File: config.mk
export PLATFORM = sky130hd
export DESIGN_NAME = cz_divider
export DESIGN_NICKNAME = d
export VERILOG_FILES = /design/src/rtl/cz_pkg.sv /design/src/rtl/cz_period_reg.sv /design/src/rtl/cz_down_counter.sv /design/src/rtl/cz_tc_format.sv /design/src/rtl/cz_divider.sv
export SDC_FILE = /design/constraint.sdc
export NUM_CORES = 1
export LEC_CHECK = 0
export ABC_AREA = 1
export BUFFER_PORTS_ARGS = -buffer_cell sky130_fd_sc_hd__buf_4
export CAP_MARGIN = 40
export CORE_MARGIN = 1.5
export CORE_UTILIZATION = 25
export DETAILED_ROUTE_END_ITERATION = 8
export GPL_TIMING_DRIVEN = 0
export HOLD_SLACK_MARGIN = 0.03
export PLACE_DENSITY_LB_ADDON = 0.05
export SLEW_MARGIN = 20
export SYNTH_ARGS = -nofsm -noshare
export SYNTH_HDL_FRONTEND = slang
export SYNTH_SLANG_ARGS = --single-unit
File: constraint.sdc
create_clock -name clk -period 3.4 [get_ports clk]
set_input_delay 0.68 -clock clk [delete_from_list [all_inputs] [get_ports clk]]
set_output_delay 0.68 -clock clk [all_outputs]
set_load 0.005 [all_outputs]
File: src/rtl/cz_pkg.sv
package cz_pkg;

    // Smallest period the counter can represent: one step at 0, one at -1.
    localparam int MIN_PERIOD = 2;

    // Action the counter takes on the coming edge.
    typedef enum logic [1:0] {
        ACT_HOLD   = 2'd0,
        ACT_STEP   = 2'd1,
        ACT_RELOAD = 2'd2
    } cnt_act_e;

    // Decoded state of the counter that drives the action choice.
    typedef struct packed {
        logic priming;
        logic enabled;
        logic expired;
    } cnt_status_t;

    function automatic cnt_act_e pick_action(input cnt_status_t st);
        if (st.priming)      return ACT_RELOAD;
        else if (!st.enabled) return ACT_HOLD;
        else if (st.expired)  return ACT_RELOAD;
        else                  return ACT_STEP;
    endfunction

endpackage

File: src/rtl/cz_period_reg.sv
module cz_period_reg #(
    parameter int PERIOD_W = 8
) (
    input  logic                clk,
    input  logic                rst,
    input  logic                wr_en,
    input  logic [PERIOD_W-1:0] wr_data,
    output logic [PERIOD_W-1:0] period_q
);
    import cz_pkg::*;

    localparam logic [PERIOD_W-1:0] FLOOR = PERIOD_W'(MIN_PERIOD);

    logic [PERIOD_W-1:0] clamped;

    always_comb begin
        clamped = (wr_data < FLOOR) ? FLOOR : wr_data;
    end

    always_ff @(posedge clk) begin
        if (rst) begin
            period_q <= FLOOR;
        end else if (wr_en) begin
            period_q <= clamped;
        end
    end

endmodule

File: src/rtl/cz_down_counter.sv
module cz_down_counter #(
    parameter int PERIOD_W = 8,
    localparam int CW      = PERIOD_W + 1
) (
    input  logic                clk,
    input  logic                rst,
    input  logic                en,
    input  logic [PERIOD_W-1:0] period,
    output logic [CW-1:0]       count_q,
    output logic                prime_q,
    output logic                tc_raw
);
    import cz_pkg::*;

    cnt_status_t    status;
    cnt_act_e       act;
    logic [CW-1:0]  reload_val;

    always_comb begin
        reload_val     = {1'b0, period} - CW'(MIN_PERIOD);
        status.priming = prime_q;
        status.enabled = en;
        status.expired = count_q[CW-1];
        act            = pick_action(status);
        tc_raw         = en & ~prime_q & count_q[CW-1];
    end

    always_ff @(posedge clk) begin
        if (rst) begin
            count_q <= '0;
            prime_q <= 1'b1;
        end else begin
            prime_q <= 1'b0;
            case (act)
                ACT_RELOAD: count_q <= reload_val;
                ACT_STEP:   count_q <= count_q - CW'(1);
                default:    count_q <= count_q;
            endcase
        end
    end

endmodule

File: src/rtl/cz_tc_format.sv
module cz_tc_format #(
    parameter bit TC_REGISTERED = 1'b0,
    parameter bit TC_ACTIVE_LOW = 1'b0
) (
    input  logic clk,
    input  logic rst,
    input  logic tc_raw,
    output logic tc_out
);
    logic tc_level;

    generate
        if (TC_REGISTERED) begin : g_reg
            logic tc_q;
            always_ff @(posedge clk) begin
                if (rst) tc_q <= 1'b0;
                else     tc_q <= tc_raw;
            end
            assign tc_level = tc_q;
        end else begin : g_comb
            assign tc_level = tc_raw;
        end

        if (TC_ACTIVE_LOW) begin : g_low
            assign tc_out = ~tc_level;
        end else begin : g_high
            assign tc_out = tc_level;
        end
    endgenerate

endmodule

File: src/rtl/cz_divider.sv
module cz_divider #(
    parameter int PERIOD_W      = 8,
    parameter bit TC_REGISTERED = 1'b0,
    parameter bit TC_ACTIVE_LOW = 1'b0
) (
    input  logic                clk,
    input  logic                rst,
    input  logic                cnt_en,
    input  logic [PERIOD_W-1:0] period_in,
    input  logic                period_wr,
    output logic                tc_out,
    output logic [PERIOD_W:0]   count_out
);
    logic [PERIOD_W-1:0] period_q;
    logic                prime_q;
    logic                tc_raw;

    cz_period_reg #(.PERIOD_W(PERIOD_W)) u_period (
        .clk      (clk),
        .rst      (rst),
        .wr_en    (period_wr),
        .wr_data  (period_in),
        .period_q (period_q)
    );

    cz_down_counter #(.PERIOD_W(PERIOD_W)) u_count (
        .clk     (clk),
        .rst     (rst),
        .en      (cnt_en),
        .period  (period_q),
        .count_q (count_out),
        .prime_q (prime_q),
        .tc_raw  (tc_raw)
    );

    cz_tc_format #(
        .TC_REGISTERED (TC_REGISTERED),
        .TC_ACTIVE_LOW (TC_ACTIVE_LOW)
    ) u_fmt (
        .clk    (clk),
        .rst    (rst),
        .tc_raw (tc_raw),
        .tc_out (tc_out)
    );

endmodule

---- After elaboration in Yosys (flattened, before gate mapping) ----
Cells that the tools add are included.
storage, ports and cells
  register bits ........................... 18
  bits of input ports ..................... 12
  output and inout port bits .............. 10
operators by class
  $add $sub $neg .......................... 2
  order comparisons ....................... 1
  eq/ne operators ......................... 2
  mux-type cells .......................... 6
  bitwise logic cells ..................... 3
  reduce and logical (&&, ||, !) cells .... 1
operator list
  kind                 number
  $pmux 9 s2           1
  $sub 8x2->9 const B  1
  $sub 9x1->9 const B  1
  $lt 8x2->1 const B   1
  $mux 8               1
  $mux 2               3
  $and 1x1->1          2
  $eq 2x1->1 const B   1
  $eq 2x2->1 const B   1
  $reduce_bool 2->1    1
  $mux 1               1
  $not 1->1            1

---- Depth between registers and ports, before layout ----
  word-level depth ........................ 5
  depth in mapped cells ................... 11

---- Modules after synthesis ----
A second synthesis with hierarchy kept.
second synthesis, totals
  cell total of the unflattened synthesis .. 171
  area, all modules ....................... 1086.0 µm²
by module, submodules not included
  module           times used  cells an instance  area an instance (µm²)  seq. area each (µm²)
  cz_down_counter  1           128                769.5                   200.2
  cz_period_reg    1           42                 309.0                   160.2
  cz_tc_format     1           1                  7.5                     0.0

---- Worst setup path after synthesis ----
No wires, ideal clock.
  kind .................................... input to output
  from .................................... input port cnt_en
  to ...................................... output port tc_out
  arrival time ............................ 0.860 ns
  setup slack ............................. 1.860 ns
  stages .................................. 2
  path buffers ............................ 0
  cell sequence ........................... inv_1 nor3_1
between the ends
  word-level cells in the longest chain between the ends .. 2
ends and longest elaborated chain
  item                       line                   source
  from (decl)                cz_divider.sv:8        input logic cnt_en,
  $and 1x1->1 (2 in series)  cz_down_counter.sv:25  tc_raw = en & ~prime_q & count_q[CW-1];
  to (decl)                  cz_divider.sv:11       output logic tc_out,
No other way between the ends.

---- Worst setup path in the final report ----
Same ends and word-level chain as after synthesis.

==> impl_metrics.env <==
export IMPL_status="finished clean"
export IMPL_dr_total_vias=999
export IMPL_ant_nets=0
export IMPL_tightest_slew_ns=0.320
export IMPL_io_pins=22
export IMPL_ir_worst_vdd_v=0.000187
export IMPL_die_x_um=66.7
export IMPL_yosys_warnings=0
export IMPL_final_setup_worst_slack_ns=1.62
export IMPL_synth_edf_count=0
export IMPL_netlist_instances=151
export IMPL_ys_ff_latch=18
export IMPL_drive_above_1_share_pct=22.3
export IMPL_track_usage_pct=13.3
export IMPL_viasPerCell=4.48
export IMPL_yosysTopAreaCell="dfxtp_1"
export IMPL_tns_ns=0
export IMPL_critPathMaxFanout=3
export IMPL_detail_route_iter0_violations=84
export IMPL_hold_path_class="register to register"
export IMPL_antennaDiodeCount=0
export IMPL_cp_end_kind="output port"
export IMPL_syn_nets=165
export IMPL_ys_seq_area_share_pct=35.5
export IMPL_grt_ovfl_total=0
export IMPL_htree_levels=1
export IMPL_setup_violations=0
export IMPL_synthDistinctLibCells=22
export IMPL_syn_area_mm2=0.00101
export IMPL_cts_num_sinks=18
export IMPL_post_cts_buffers=0
export IMPL_fin_nets=191
export IMPL_synth_commonest_cells="nand2_1, nor2_1, dfxtp_1, a21oi_1, o21ai_0"
export IMPL_die_h_um=66.7
export IMPL_fin_skew_ns=0.00105
export IMPL_port_buffers=21
export IMPL_cts_made_buffers=3
export IMPL_p_leak_nw=0.601
export IMPL_core_area_mm2=0.00377
export IMPL_clk_pin_slew_ns=0.07
export IMPL_dp_hpwl_um=2010
export IMPL_dp_slack_ns=1.61
export IMPL_pwr_density_cell_mw_per_mm2=415
export IMPL_start_util_pct=26.9
export IMPL_cts_hold_buffers=0
export IMPL_syn2layout_area_growth_pct=25.5
export IMPL_fin_crit_sh_pct=52.4
export IMPL_avgRoutedWirePerCell_um=11.4
export IMPL_grt_max_degree=11
export IMPL_cts_root_buffer="clkbuf_8"
export IMPL_insertion_delay_ns=0.25
export IMPL_synth_area_leaders="dfxtp_1, nand2_1, a21oi_1"
export IMPL_ys_flop_type="dfxtp_1"
export IMPL_rows=22
export IMPL_period_minus_slack_ns=1.78
export IMPL_fin_hold_ws_ns=0.471
export IMPL_timing_fmax_mhz=561
export IMPL_grt_setup_unrepaired="false"
export IMPL_startpoint_type="input pin"
export IMPL_grt_pass1_wl_um=4400
export IMPL_slew_violations=0
export IMPL_cts_tree="built"
export IMPL_hold_viol_final=0
export IMPL_die_area_mm2=0.00445
export IMPL_relSlewSlack_pct=78.6
export IMPL_grt_pass1_vias=958
export IMPL_async_reset_ff_share_pct=0
export IMPL_post_synth_top_count_cell="nand2_1"
export IMPL_worst_ep_arrival_time_ns=1.10
export IMPL_path_class="input pin to output port"
export IMPL_synth_area_per_cell_um2=6.72
export IMPL_synth_top_area_share_pct=35.5
export IMPL_first_pass_iters=4
export IMPL_ctsLongestPathBuffers=2
export IMPL_routed_wl_um=2540
export IMPL_cts_repair_resized=0
export IMPL_required_ns=2.72
export IMPL_drv_cap=0
export IMPL_gp_congestion=0.745
export IMPL_grt_antenna_before_repair=0
export IMPL_drc=0
-- final timing paths --
check,cells past startpoint,slack [ns],to,from
worst max-delay path,4,1.62,tc_out,cnt_en
worst min-delay path,2,0.47,u_period.period_q[2],u_period.period_q[2]
worst max register to register,11,1.99,u_count.count_q[6],u_count.count_q[1]
worst min register to register,2,0.47,u_period.period_q[2],u_period.period_q[2]
-- flip-flops by register name, indices dropped and copies added (netlist names) --
register and count:
u_count.count_q 9, u_period.period_q 8, u_count.prime_q 1
-- layout make-up --
class                           count  area, µm²
Inverter                           23       86.3
Multi-Input combinational cell    107        541
Sequential cell                    18        360
Buffer                              3       27.5
Clock buffer                        3       41.3
Fill cell                         435       2500
Tap cell                           48       60.1
Timing Repair Buffer               21        158
-- cell usage in the layout, fill, tap and decap left out --
| cell type | synthesis | routed |
|---|---|---|
| nor2_4 | 1 | 1 |
| a21o_1 | 1 | 1 |
| buf_2 | 1 | 1 |
| o22ai_1 | 1 | 1 |
| xnor2_1 | 2 | 2 |
| clkbuf_8 | 0 | 3 |
| inv_2 | 7 | 7 |
| nand3_1 | 8 | 8 |
| buf_6 | 2 | 2 |
| nand3b_4 | 1 | 1 |
| a21oi_1 | 16 | 16 |
| nor3_1 | 2 | 2 |
| inv_1 | 15 | 15 |
| o21ai_1 | 9 | 9 |
| o21ai_0 | 16 | 16 |
| buf_4 | 0 | 21 |
| nor2_2 | 3 | 3 |
| nand2_1 | 23 | 23 |
| dfxtp_1 | 18 | 18 |
| ha_1 | 2 | 2 |
| xor2_1 | 1 | 1 |
| nand4_1 | 2 | 2 |
| clkinv_1 | 1 | 1 |
| nor2_1 | 19 | 19 |
-- critical path, cell delays in order --
cell	delay (ns)
buf_4	0.11
inv_1	0.04
nor3_1	0.13
buf_4	0.14
-- through the flow --
stage          util (%)  total power, mW  std cells  cell area, µm²
6_report           33.8            0.528        223            1270
5_1_grt            33.8            0.571        223            1270
4_1_cts            33.8            0.539        223            1270
3_5_place_dp       32.7            0.385        220            1230
3_3_place_gp       32.7            0.383        220            1230
2_1_floorplan         -            0.333        151            1010
-- power by group --
part           switching (mW)  internal, mW  leakage [nW]
Clock                  0.0714        0.0788        0.0216
Combinational          0.0716        0.0603         0.430
Sequential             0.0177         0.228         0.150
-- logic make-up (layout without fill, tap and decap cells) --
| group | Yosys count | count (layout) | share of synthesized area, % |
|---|---|---|---|
| xor+xnor | 3 | 3 | 2.59 |
| flops | 18 | 18 | 35.5 |
| compound gates | 43 | 43 | 21.6 |
| fa+ha+maj | 2 | 2 | 2.47 |
| simple gates | 59 | 59 | 26.6 |
| buf+inv | 26 | 50 | 11.2 |
-- layer usage --
layer | global-route usage [%] | vias up | share of wire, %
met5 | 0 | - | 0
met3 | 2.20 | 5 | 5.0
met1 | 17.8 | 433 | 50
met4 | 5.36 | 0 | 1.6
li1 | - | 541 | -
met2 | 21.0 | 20 | 43
Note: power is estimated with default switching activity, not from simulation.
